### src/rtl/trig_sense_pkg.sv
package trig_sense_pkg;

    localparam int WORD_W          = 32;
    localparam int FIELD_W         = 2;
    localparam int FIELDS_PER_WORD = WORD_W / FIELD_W;

    typedef enum logic [FIELD_W-1:0] {
        TRIG_RSVD  = 2'b00,
        TRIG_LEVEL = 2'b01,
        TRIG_SOFT  = 2'b10,
        TRIG_EDGE  = 2'b11
    } trig_code_e;

    typedef struct packed {
        logic              we;
        logic [WORD_W-1:0] data;
    } cfg_wr_t;

    // Extract the writable (edge/level) bit of one slot from a config word.
    function automatic logic edge_bit_of(input logic [WORD_W-1:0] word, input int slot);
        return word[FIELD_W*slot + 1];
    endfunction

    function automatic trig_code_e code_of(input logic is_soft, input logic edge_sel);
        if (is_soft)  return TRIG_SOFT;
        if (edge_sel) return TRIG_EDGE;
        return TRIG_LEVEL;
    endfunction

endpackage

### src/rtl/trig_cfg_bank.sv
module trig_cfg_bank
    import trig_sense_pkg::*;
#(
    parameter int NUM_IDS   = 32,
    parameter int NUM_SGI   = 16,
    parameter int NUM_WORDS = NUM_IDS / FIELDS_PER_WORD,
    parameter int AW        = (NUM_WORDS > 1) ? $clog2(NUM_WORDS) : 1
) (
    input  logic              clk,
    input  logic              rst,
    input  cfg_wr_t           wr,
    input  logic [AW-1:0]     addr,
    output logic [WORD_W-1:0] rdata,
    output logic [NUM_IDS-1:0] edge_mode
);

    trig_code_e             code_v [NUM_IDS];
    logic [WORD_W-1:0]      word_v [NUM_WORDS];

    for (genvar i = 0; i < NUM_IDS; i++) begin : g_id
        localparam int WIDX = i / FIELDS_PER_WORD;
        localparam int SLOT = i % FIELDS_PER_WORD;
        if (i < NUM_SGI) begin : g_soft
            assign edge_mode[i] = 1'b1;
            assign code_v[i]    = code_of(1'b1, 1'b0);
        end else begin : g_periph
            logic edge_q;
            always_ff @(posedge clk) begin
                if (rst)
                    edge_q <= 1'b0;
                else if (wr.we && addr == AW'(WIDX))
                    edge_q <= edge_bit_of(wr.data, SLOT);
            end
            assign edge_mode[i] = edge_q;
            assign code_v[i]    = code_of(1'b0, edge_q);
        end
    end

    for (genvar w = 0; w < NUM_WORDS; w++) begin : g_word
        always_comb begin
            for (int s = 0; s < FIELDS_PER_WORD; s++)
                word_v[w][FIELD_W*s +: FIELD_W] = code_v[w*FIELDS_PER_WORD + s];
        end
    end

    always_comb begin
        rdata = '0;
        for (int w = 0; w < NUM_WORDS; w++)
            if (addr == AW'(w)) rdata = word_v[w];
    end

    // the trigger mode moves only on an accepted write
    a_r3_mode_hold: assert property (@(posedge clk) disable iff (rst)
        !wr.we |=> $stable(edge_mode));

endmodule

### src/rtl/trig_in_sync.sv
module trig_in_sync #(
    parameter int NUM_IDS = 32
) (
    input  logic               clk,
    input  logic               rst,
    input  logic [NUM_IDS-1:0] raw,
    output logic [NUM_IDS-1:0] lvl,
    output logic [NUM_IDS-1:0] lvl_d
);

    logic [NUM_IDS-1:0] meta_q;
    logic [NUM_IDS-1:0] lvl_q;
    logic [NUM_IDS-1:0] prev_q;

    always_ff @(posedge clk) begin
        if (rst) begin
            meta_q <= '0;
            lvl_q  <= '0;
            prev_q <= '0;
        end else begin
            meta_q <= raw;
            lvl_q  <= meta_q;
            prev_q <= lvl_q;
        end
    end

    assign lvl   = lvl_q;
    assign lvl_d = prev_q;

endmodule

### src/rtl/trig_pend_track.sv
module trig_pend_track #(
    parameter int NUM_IDS = 32
) (
    input  logic               clk,
    input  logic               rst,
    input  logic [NUM_IDS-1:0] edge_mode,
    input  logic [NUM_IDS-1:0] lvl,
    input  logic [NUM_IDS-1:0] lvl_d,
    input  logic [NUM_IDS-1:0] clr,
    output logic [NUM_IDS-1:0] pend
);

    logic [NUM_IDS-1:0] set_v;
    logic [NUM_IDS-1:0] latch_q;

    assign set_v = edge_mode & lvl & ~lvl_d;

    // A new edge wins over a clear; level-mode IDs keep the latch empty.
    always_ff @(posedge clk) begin
        if (rst)
            latch_q <= '0;
        else
            latch_q <= (latch_q & ~clr & edge_mode) | set_v;
    end

    assign pend = (edge_mode & latch_q) | (~edge_mode & lvl);

    // a detected rising edge is always latched
    a_r9_set_wins: assert property (@(posedge clk) disable iff (rst)
        1'b1 |=> ((latch_q & $past(set_v)) == $past(set_v)));

    // a strobe without a fresh edge empties the latch
    a_r8_clear: assert property (@(posedge clk) disable iff (rst)
        1'b1 |=> ((latch_q & $past(clr & ~set_v)) == '0));

    // a latched edge-mode bit survives until cleared
    a_r7_hold: assert property (@(posedge clk) disable iff (rst)
        1'b1 |=> ((latch_q & $past(latch_q & ~clr & edge_mode))
                  == $past(latch_q & ~clr & edge_mode)));

    // a level-mode ID never holds a latched bit
    a_r11_level_empty: assert property (@(posedge clk) disable iff (rst)
        1'b1 |=> ((latch_q & $past(~edge_mode)) == '0));

endmodule

### src/rtl/irq_trig_sense.sv
module irq_trig_sense
    import trig_sense_pkg::*;
#(
    parameter  int NUM_IDS   = 32,
    parameter  int NUM_SGI   = 16,
    localparam int NUM_WORDS = NUM_IDS / FIELDS_PER_WORD,
    localparam int AW        = (NUM_WORDS > 1) ? $clog2(NUM_WORDS) : 1
) (
    input  logic               clk,
    input  logic               rst,
    input  logic               cfg_we,
    input  logic [AW-1:0]      cfg_addr,
    input  logic [WORD_W-1:0]  cfg_wdata,
    output logic [WORD_W-1:0]  cfg_rdata,
    input  logic [NUM_IDS-1:0] irq_in,
    input  logic [NUM_IDS-1:0] pend_clr,
    output logic [NUM_IDS-1:0] pend_out
);

    cfg_wr_t            wr;
    logic [NUM_IDS-1:0] edge_mode;
    logic [NUM_IDS-1:0] lvl;
    logic [NUM_IDS-1:0] lvl_d;

    assign wr.we   = cfg_we;
    assign wr.data = cfg_wdata;

    trig_cfg_bank #(
        .NUM_IDS   (NUM_IDS),
        .NUM_SGI   (NUM_SGI),
        .NUM_WORDS (NUM_WORDS),
        .AW        (AW)
    ) u_cfg (
        .clk       (clk),
        .rst       (rst),
        .wr        (wr),
        .addr      (cfg_addr),
        .rdata     (cfg_rdata),
        .edge_mode (edge_mode)
    );

    trig_in_sync #(.NUM_IDS(NUM_IDS)) u_sync (
        .clk   (clk),
        .rst   (rst),
        .raw   (irq_in),
        .lvl   (lvl),
        .lvl_d (lvl_d)
    );

    trig_pend_track #(.NUM_IDS(NUM_IDS)) u_pend (
        .clk       (clk),
        .rst       (rst),
        .edge_mode (edge_mode),
        .lvl       (lvl),
        .lvl_d     (lvl_d),
        .clr       (pend_clr),
        .pend      (pend_out)
    );

endmodule

### config.mk
export PLATFORM = sky130hd
export DESIGN_NAME = irq_trig_sense
export DESIGN_NICKNAME = d
export VERILOG_FILES = /design/src/rtl/trig_sense_pkg.sv /design/src/rtl/trig_cfg_bank.sv /design/src/rtl/trig_in_sync.sv /design/src/rtl/trig_pend_track.sv /design/src/rtl/irq_trig_sense.sv
export SDC_FILE = /design/constraint.sdc
export NUM_CORES = 1
export LEC_CHECK = 0
export ABC_AREA = 0
export BUFFER_PORTS_ARGS = -buffer_cell sky130_fd_sc_hd__buf_2
export CAP_MARGIN = 20
export CORE_MARGIN = 3
export CORE_UTILIZATION = 50
export CTS_CLUSTER_SIZE = 10
export DETAILED_ROUTE_END_ITERATION = 16
export PLACE_DENSITY = 0.82
export SLEW_MARGIN = 20
export SYNTH_ARGS = -nofsm -noshare
export SYNTH_HDL_FRONTEND = slang
export SYNTH_SLANG_ARGS = --single-unit
export TNS_END_PERCENT = 30
### constraint.sdc
create_clock -name clk -period 1.1 [get_ports clk]
set_clock_uncertainty 0.15 [all_clocks]
set_input_delay 0.055 -clock clk [delete_from_list [all_inputs] [get_ports clk]]
set_output_delay 0.055 -clock clk [all_outputs]
set_load 0.01 [all_outputs]
==> reports/metrics.yaml, run 1 <==
yosys:
  ys_warn_count: 0
  syn_avg_cell_area_um2: 10.86
  synthesis.area_mm2: 0.005116
  syn_nets: 571
  ys_types: 13
  synth.yosys.seq_area_share: 0.5635
  synth.ff_latch_count: 144
  synthCells: 471
timing:
  setup_ws_ps: -413.7
  fin_crit_sh: 1.376
  fmax_mhz: 660.6
  rsz0062_at_grt: "true"
  setup_viol: 103
  fin_crit_ps: 1514
  holdWs_ps: -159.3
  worstMarginPinSlew_ps: 745.0
  maxSlewHeadroom: 0.5017
  hold_violations: 70
  slew_viol_final: 0
die:
  core_area_mm2: 0.009864
  start_util: 0.5186
  dieArea_mm2: 0.01148
  io_pins: 164
  die_y_um: 107.2
  rows: 36
  die_width_um: 107.2
route:
  wire_per_inst_um: 16.29
  drt-initial-drc-count: 102
  totalWireLength_um: 13900
  dr_total_vias: 4060
  drc_errors: 0
  ant_nets: 0
  routed_via_density: 4.760
  drt_first_pass_iters: 4
power:
  vdd_drop_max_uv: 1150
  p_leak_nw: 3.473
  p_clk_frac: 0.425
  sw_frac_of_total: 0.2260
  seqPwrFrac: 0.460
  p_sw_w: 0.002713
  cellInternalPower_w: 0.009290
  p_per_area_mw_per_mm2: 1503
  combPwrFrac: 0.115
setup_path:
  path_class: "reg2out"
  required_ps: 890
  critPathMaxFanout: 3
  critPathLaunchType: "register"
  critPathCaptureType: "output port"
  critical_path_arrival_ps: 1310
hold_path:
  hp-class: "in2reg"
clock_network:
  cts-buffers-inserted: 17
  h-tree-depth: 4
  worstSkewPairLatency_ps: 510
  clk_pin_slew_ps: 60
  cts_tree: "built"
  cts_max_path_buffers: 2
  cts_root_buf: "clkbuf_8"
  cts_sinks: 144
grt:
  grt_overflow: 0
  grt_max_degree: 41
  antenna_found_initial: 0
  grt_pass1_wl_um: 21630
  grt_pass1_vias: 4381
  grt_use_total: 0.2458
finish:
  area_growth_pct: 56.13
  design_area_mm2: 0.007988
  drive_above_1_share: 0.3894
  nets: 809
  n_fill_cell: 553
  stdcell_count: 853
status:
  violations: "hold timing, setup timing"
  outcome: "finished, violations left"
place:
  dp.cells: 712
  dpl_cell_area_mm2: 0.005796
  gp_congestion: 0.6995
  hpwl_um: 6575
  io_buffer_count: 147
flow_run:
  drv_cap: 0
synthesized netlist by cell type:
cell / n / area (um2)
buf_6: 6 / 67.56
o21ai_2: 10 / 87.58
nor2b_1: 96 / 600.6
dfxtp_1: 144 / 2883
buf_4: 32 / 240.2
nand2b_4: 5 / 68.82
a21oi_1: 32 / 160.2
nand4b_1: 16 / 140.1
buf_2: 16 / 80.08
and2_4: 1 / 8.760
o21ai_1: 6 / 30.03
nand2b_1: 91 / 569.3
mux2_2: 16 / 180.2
path summary, 6_finish.rpt:
path,start,endpoint,slack [ps],cells past startpoint
setup reg to reg,u_cfg.g_id[31].g_periph.edge_q,u_cfg.g_id[31].g_periph.edge_q,120,4
setup / recovery,u_cfg.g_id[27].g_periph.edge_q,pend_out[27],-410,2
hold / removal,rst,u_pend.latch_q[13],-160,3
hold reg to reg,u_sync.meta_q[12],u_sync.lvl[12],280,1
state kept, by name (all words and copies together), names as in the netlist:
register                    flops
u_sync.lvl                     32
u_pend.latch_q                 32
u_sync.lvl_d                   32
u_cfg.g_id.g_periph.edge_q     16
u_sync.meta_q                  32
power groups by stage:
stage                     Clock [W]  Combinational [W]  Sequential [W]
after floorplan                   0           0.000534         0.00558
after global placement            0           0.000797         0.00559
after detailed placement          0           0.000813         0.00560
after CTS                   0.00513            0.00127         0.00551
after global routing        0.00542            0.00148         0.00554
final                       0.00510            0.00138         0.00552
cell families (layout without fill, tap and decap cells):
kind of cell           count (synthesis)  after routing  share of synthesized area
and+or+nand+nor                      209            209                     0.2712
DFF                                  144            144                     0.5635
buffers and inverters                 54            302                    0.07581
AOI/OAI and AO/OA                     48             48                    0.05429
muxes                                 16             16                    0.03522
other                                  0              1                          0
worst max-delay path: stages (launching register included):
cell and delay, ps:
dfxtp_2 350, mux2_4 320, buf_6 120
cell type report:
type / count / area [um2] / share of cell area
Antenna cell: 1 / 2.502 / 0.0003133
Clock buffer: 19 / 431.7 / 0.05404
Clock inverter: 10 / 92.59 / 0.01159
Multi-Input combinational cell: 273 / 2018 / 0.2527
Sequential cell: 144 / 2925 / 0.3662
Tap cell: 133 / 166.4 / 0.02083
Timing Repair Buffer: 273 / 2351 / 0.2943
placed cells by master, fill, tap and decap left out:
master          synthesis  routed
clkinv_4                0       2
dfxtp_4                 0       1
nand4b_1               16      16
clkbuf_1                0       1
clkbuf_16               0      16
diode_2                 0       1
nand2b_4                5      20
dfxtp_1               144     112
clkinv_2                0       3
bufinv_16               0       1
clkbuf_8                0       2
buf_12                  0       4
nor2b_1                96      96
buf_2                  16      99
nand2b_1               91      76
mux2_4                  0      16
and2_4                  1       1
buf_4                  32      11
dlymetal6s4s_1          0      11
a21oi_1                32      32
dfxtp_2                 0      31
o21ai_1                 6       6
clkinvlp_4              0       4
buf_6                   6      59
dlygate4sd3_1           0      89
o21ai_2                10      10
what timing repair did:
| action | CTS | global route |
|---|---|---|
| setup buffers | 8 | 3 |
| pin swaps | 0 | 0 |
| gates resized for setup | 115 | 21 |
| hold buffers | 95 | 5 |
| endpoints found under the setup margin | 48 | 59 |
| hold endpoints to repair | 134 | 79 |
metal layers:
| metal | wire length [um] | vias to the layer above | share of wire | GRT usage |
|---|---|---|---|---|
| li1 | - | 1966 | - | - |
| met1 | 4837 | 1917 | 0.35 | 0.2386 |
| met2 | 7987 | 139 | 0.57 | 0.4723 |
| met3 | 614 | 38 | 0.044 | 0.06382 |
| met4 | 456 | 0 | 0.033 | 0.1233 |
| met5 | 0 | - | 0 | 0 |
per-stage QoR:
| step | total power [W] | setup WS (ps) | hold WS, ps | utilization | TNS (ps) |
|---|---|---|---|---|---|
| floorplan | 0.006118 | 159.4 | 33.18 | - | 0 |
| global placement | 0.006388 | 34.90 | 115.4 | 0.5875 | 0 |
| detailed placement | 0.006415 | 27.96 | 118.0 | 0.5875 | 0 |
| CTS | 0.01191 | -412.6 | -237.9 | 0.7940 | -12250 |
| global route | 0.01243 | -450.9 | -163.6 | 0.8095 | -25070 |
| finish | 0.01200 | -413.7 | -159.3 | 0.8097 | -21610 |
No activity file was read; power rests on OpenSTA's default activity.
==> inputs of run 2 (changes only) <==
--- a/config.mk
+++ b/config.mk
@@ -11,3 +11,4 @@
 export CORE_MARGIN = 3
-export CORE_UTILIZATION = 50
+export CORE_UTILIZATION = 52
+export CTS_BUF_LIST = sky130_fd_sc_hd__clkbuf_16
 export CTS_CLUSTER_SIZE = 10
@@ -18,2 +19,3 @@
 export SYNTH_HDL_FRONTEND = slang
+export SYNTH_HIERARCHICAL = 1
 export SYNTH_SLANG_ARGS = --single-unit
--- a/constraint.sdc
+++ b/constraint.sdc
@@ -4,2 +4,2 @@
 set_output_delay 0.055 -clock clk [all_outputs]
-set_load 0.01 [all_outputs]
+set_load 0.1 [all_outputs]
==> reports/metrics.yaml, run 2 <==
status:
  outcome: "finished, violations left"
  violations: "hold timing, setup timing"
setup_path:
  critPathLaunchType: "register"
  worstReg2RegEnd: "u_cfg/g_id[30].g_periph.edge_q"
  crit_end: "pend_out[30]"
  critPathCaptureType: "output port"
  required_ps: 890
  rrSetupSlack_ps: -10
  reg2reg_depth: 3
  critPathMaxFanout: 2
  critical_path_arrival_ps: 1270
  r2r-start: "u_cfg/g_id[30].g_periph.edge_q"
  startpoint: "u_cfg/g_id[30].g_periph.edge_q"
  path_class: "reg2out"
grt:
  grt_use_total: 0.2467
  grt_pass1_vias: 4792
  grt_max_degree: 51
  grt_overflow: 0
  grt_pass1_wl_um: 24340
  antenna_found_initial: 0
yosys:
  ys_top_cells_by_area: "dfxtp_1 49%, nor2b_1 10%, nand2b_1 8.7%"
  synthesis.area_mm2: 0.005919
  synth.ff_latch_count: 144
  syn_avg_cell_area_um2: 11.04
  async_flop_share: 0
  yosysMostFrequentCell: "dfxtp_1"
  synth.top_cell.area_share: 0.4870
  ys_warn_count: 6
  synth.yosys.seq_area_share: 0.4870
  synth_top_area_cell: "dfxtp_1"
  synthCells: 536
  synth_ff_type: "dfxtp_1"
  ys_types: 14
  ys_top_cells_by_count: "144 x dfxtp_1, 96 x nor2b_1, 82 x nand2b_1"
  synth_edf_count: 0
flow_run:
  drv_cap: 0
timing:
  holdWs_ps: -22.52
  hold_violations: 9
  setup_viol: 49
  fin_crit_sh: 1.340
  fin_crit_ps: 1474
  rsz0062_at_grt: "true"
  fmax_mhz: 678.4
  slew_viol_final: 0
  setup_ws_ps: -374.0
power:
  p_per_area_mw_per_mm2: 1464
  p_clk_frac: 0.402
  p_sw_w: 0.003788
  seqPwrFrac: 0.401
  sw_frac_of_total: 0.2759
  p_leak_nw: 3.916
  cellInternalPower_w: 0.009939
  vdd_drop_max_uv: 1429
  combPwrFrac: 0.197
die:
  io_pins: 164
  core_area_mm2: 0.01098
  die_y_um: 112.7
  die_width_um: 112.7
  start_util: 0.5390
  dieArea_mm2: 0.01270
  rows: 38
route:
  totalWireLength_um: 15870
  wire_per_inst_um: 17.42
  drt-initial-drc-count: 160
  drc_errors: 0
  drt_first_pass_iters: 5
  routed_via_density: 4.802
  ant_nets: 0
  dr_total_vias: 4375
place:
  hpwl_um: 8577
  pre_cts_ws_ps: -175.9
  gp_congestion: 0.8372
  io_buffer_count: 147
  dpl_cell_area_mm2: 0.007355
clock_network:
  cts_sinks: 144
  cts-buffers-inserted: 17
  clk_pin_slew_ps: 60
  cts_max_path_buffers: 2
  worstSkewPairLatency_ps: 400
  cts_tree: "built"
  cts_root_buf: "clkbuf_16"
  cts_hold_buf: 81
  h-tree-depth: 4
finish:
  regArea_mm2: 0.002930
  final_common_cell: "dfxtp_1"
  multi_input_area_mm2: 0.002806
  post-route-util: 0.8538
  layout_common_cells: "112 x dfxtp_1, 96 x nor2b_1, 82 x buf_2"
  nets: 860
  n_fill_cell: 535
  antenna_cells: 0
  area_growth_pct: 58.42
  drive_above_1_share: 0.4630
  design_area_mm2: 0.009378
hold_path:
  hp-class: "in2reg"
  min_from: "cfg_we"
-- run 2: cell types whose count changed after synthesis, moves of 9 or more --
cell,delta
a21oi_2,+32
nand2b_4,+25
buf_4,+19
a21bo_1,+16
a21oi_1,-16
mux2_2,+16
nand3_1,+16
nand4b_1,-16
o21ai_2,-10
nand2b_1,-9
-- run 2: per-stage QoR --
stage,std cells,total power [W],setup TNS (ps)
after floorplan,551,0.007152,-3432
after global placement,794,0.007750,-829.3
after detailed placement,794,0.007792,-1115
after CTS,907,0.01371,-14780
after global routing,911,0.01414,-16100
final,911,0.01373,-14220
-- run 2: final cells by class --
class	count	share of cell area
Timing Repair Buffer	261	0.3093
Clock buffer	17	0.04536
Clock inverter	13	0.01494
Multi-Input combinational cell	336	0.2993
Tap cell	140	0.01868
Sequential cell	144	0.3125
-- run 2: critical path: stages (launching register included) --
cell and delay, ps:
dfxtp_2 360, mux2_4 330, buf_12 170
-- run 2: worst min-delay path by stage --
stage	end	slack [ps]	cells after the start
after global routing	u_cfg/g_id[20].g_periph.edge_q	-30	4
final	u_cfg/g_id[20].g_periph.edge_q	-20	4
after detailed placement	u_sync/meta_q[26]	120	2
after floorplan	u_sync/meta_q[0]	30	1
after CTS	u_cfg/g_id[20].g_periph.edge_q	-50	4
after global placement	u_sync/meta_q[15]	110	2
-- run 2: cells by family after synthesis --
logic type / share of synthesized area
mux: 0.06088
other cells: 0.0006335
compound gates: 0.08793
flops: 0.4870
buf+inv: 0.09216
simple gates: 0.2714
-- run 2: what timing repair did --
action,in CTS,in global routing
endpoints found under the hold margin,132,11
setup endpoints to repair,49,59
gates resized for setup,143,26
setup buffers,2,4
pin swaps,0,2
-- run 2: power groups by stage --
| stage | registers (W) | logic (W) | clock network [W] |
|---|---|---|---|
| global placement | 0.00558 | 0.00217 | 0 |
| detailed placement | 0.00559 | 0.00220 | 0 |
| finish | 0.00550 | 0.00271 | 0.00552 |
| global route | 0.00551 | 0.00281 | 0.00582 |
| floorplan | 0.00556 | 0.00159 | 0 |
| CTS | 0.00549 | 0.00262 | 0.00560 |
-- run 2: layer usage --
metal | wire (um) | vias up | part of all wire | GRT usage
li1 | - | 2102 | - | -
met1 | 5851 | 2078 | 0.37 | 0.2532
met2 | 8673 | 148 | 0.55 | 0.4645
met3 | 693 | 47 | 0.044 | 0.06524
met4 | 652 | 0 | 0.041 | 0.1122
met5 | 0 | - | 0 | 0
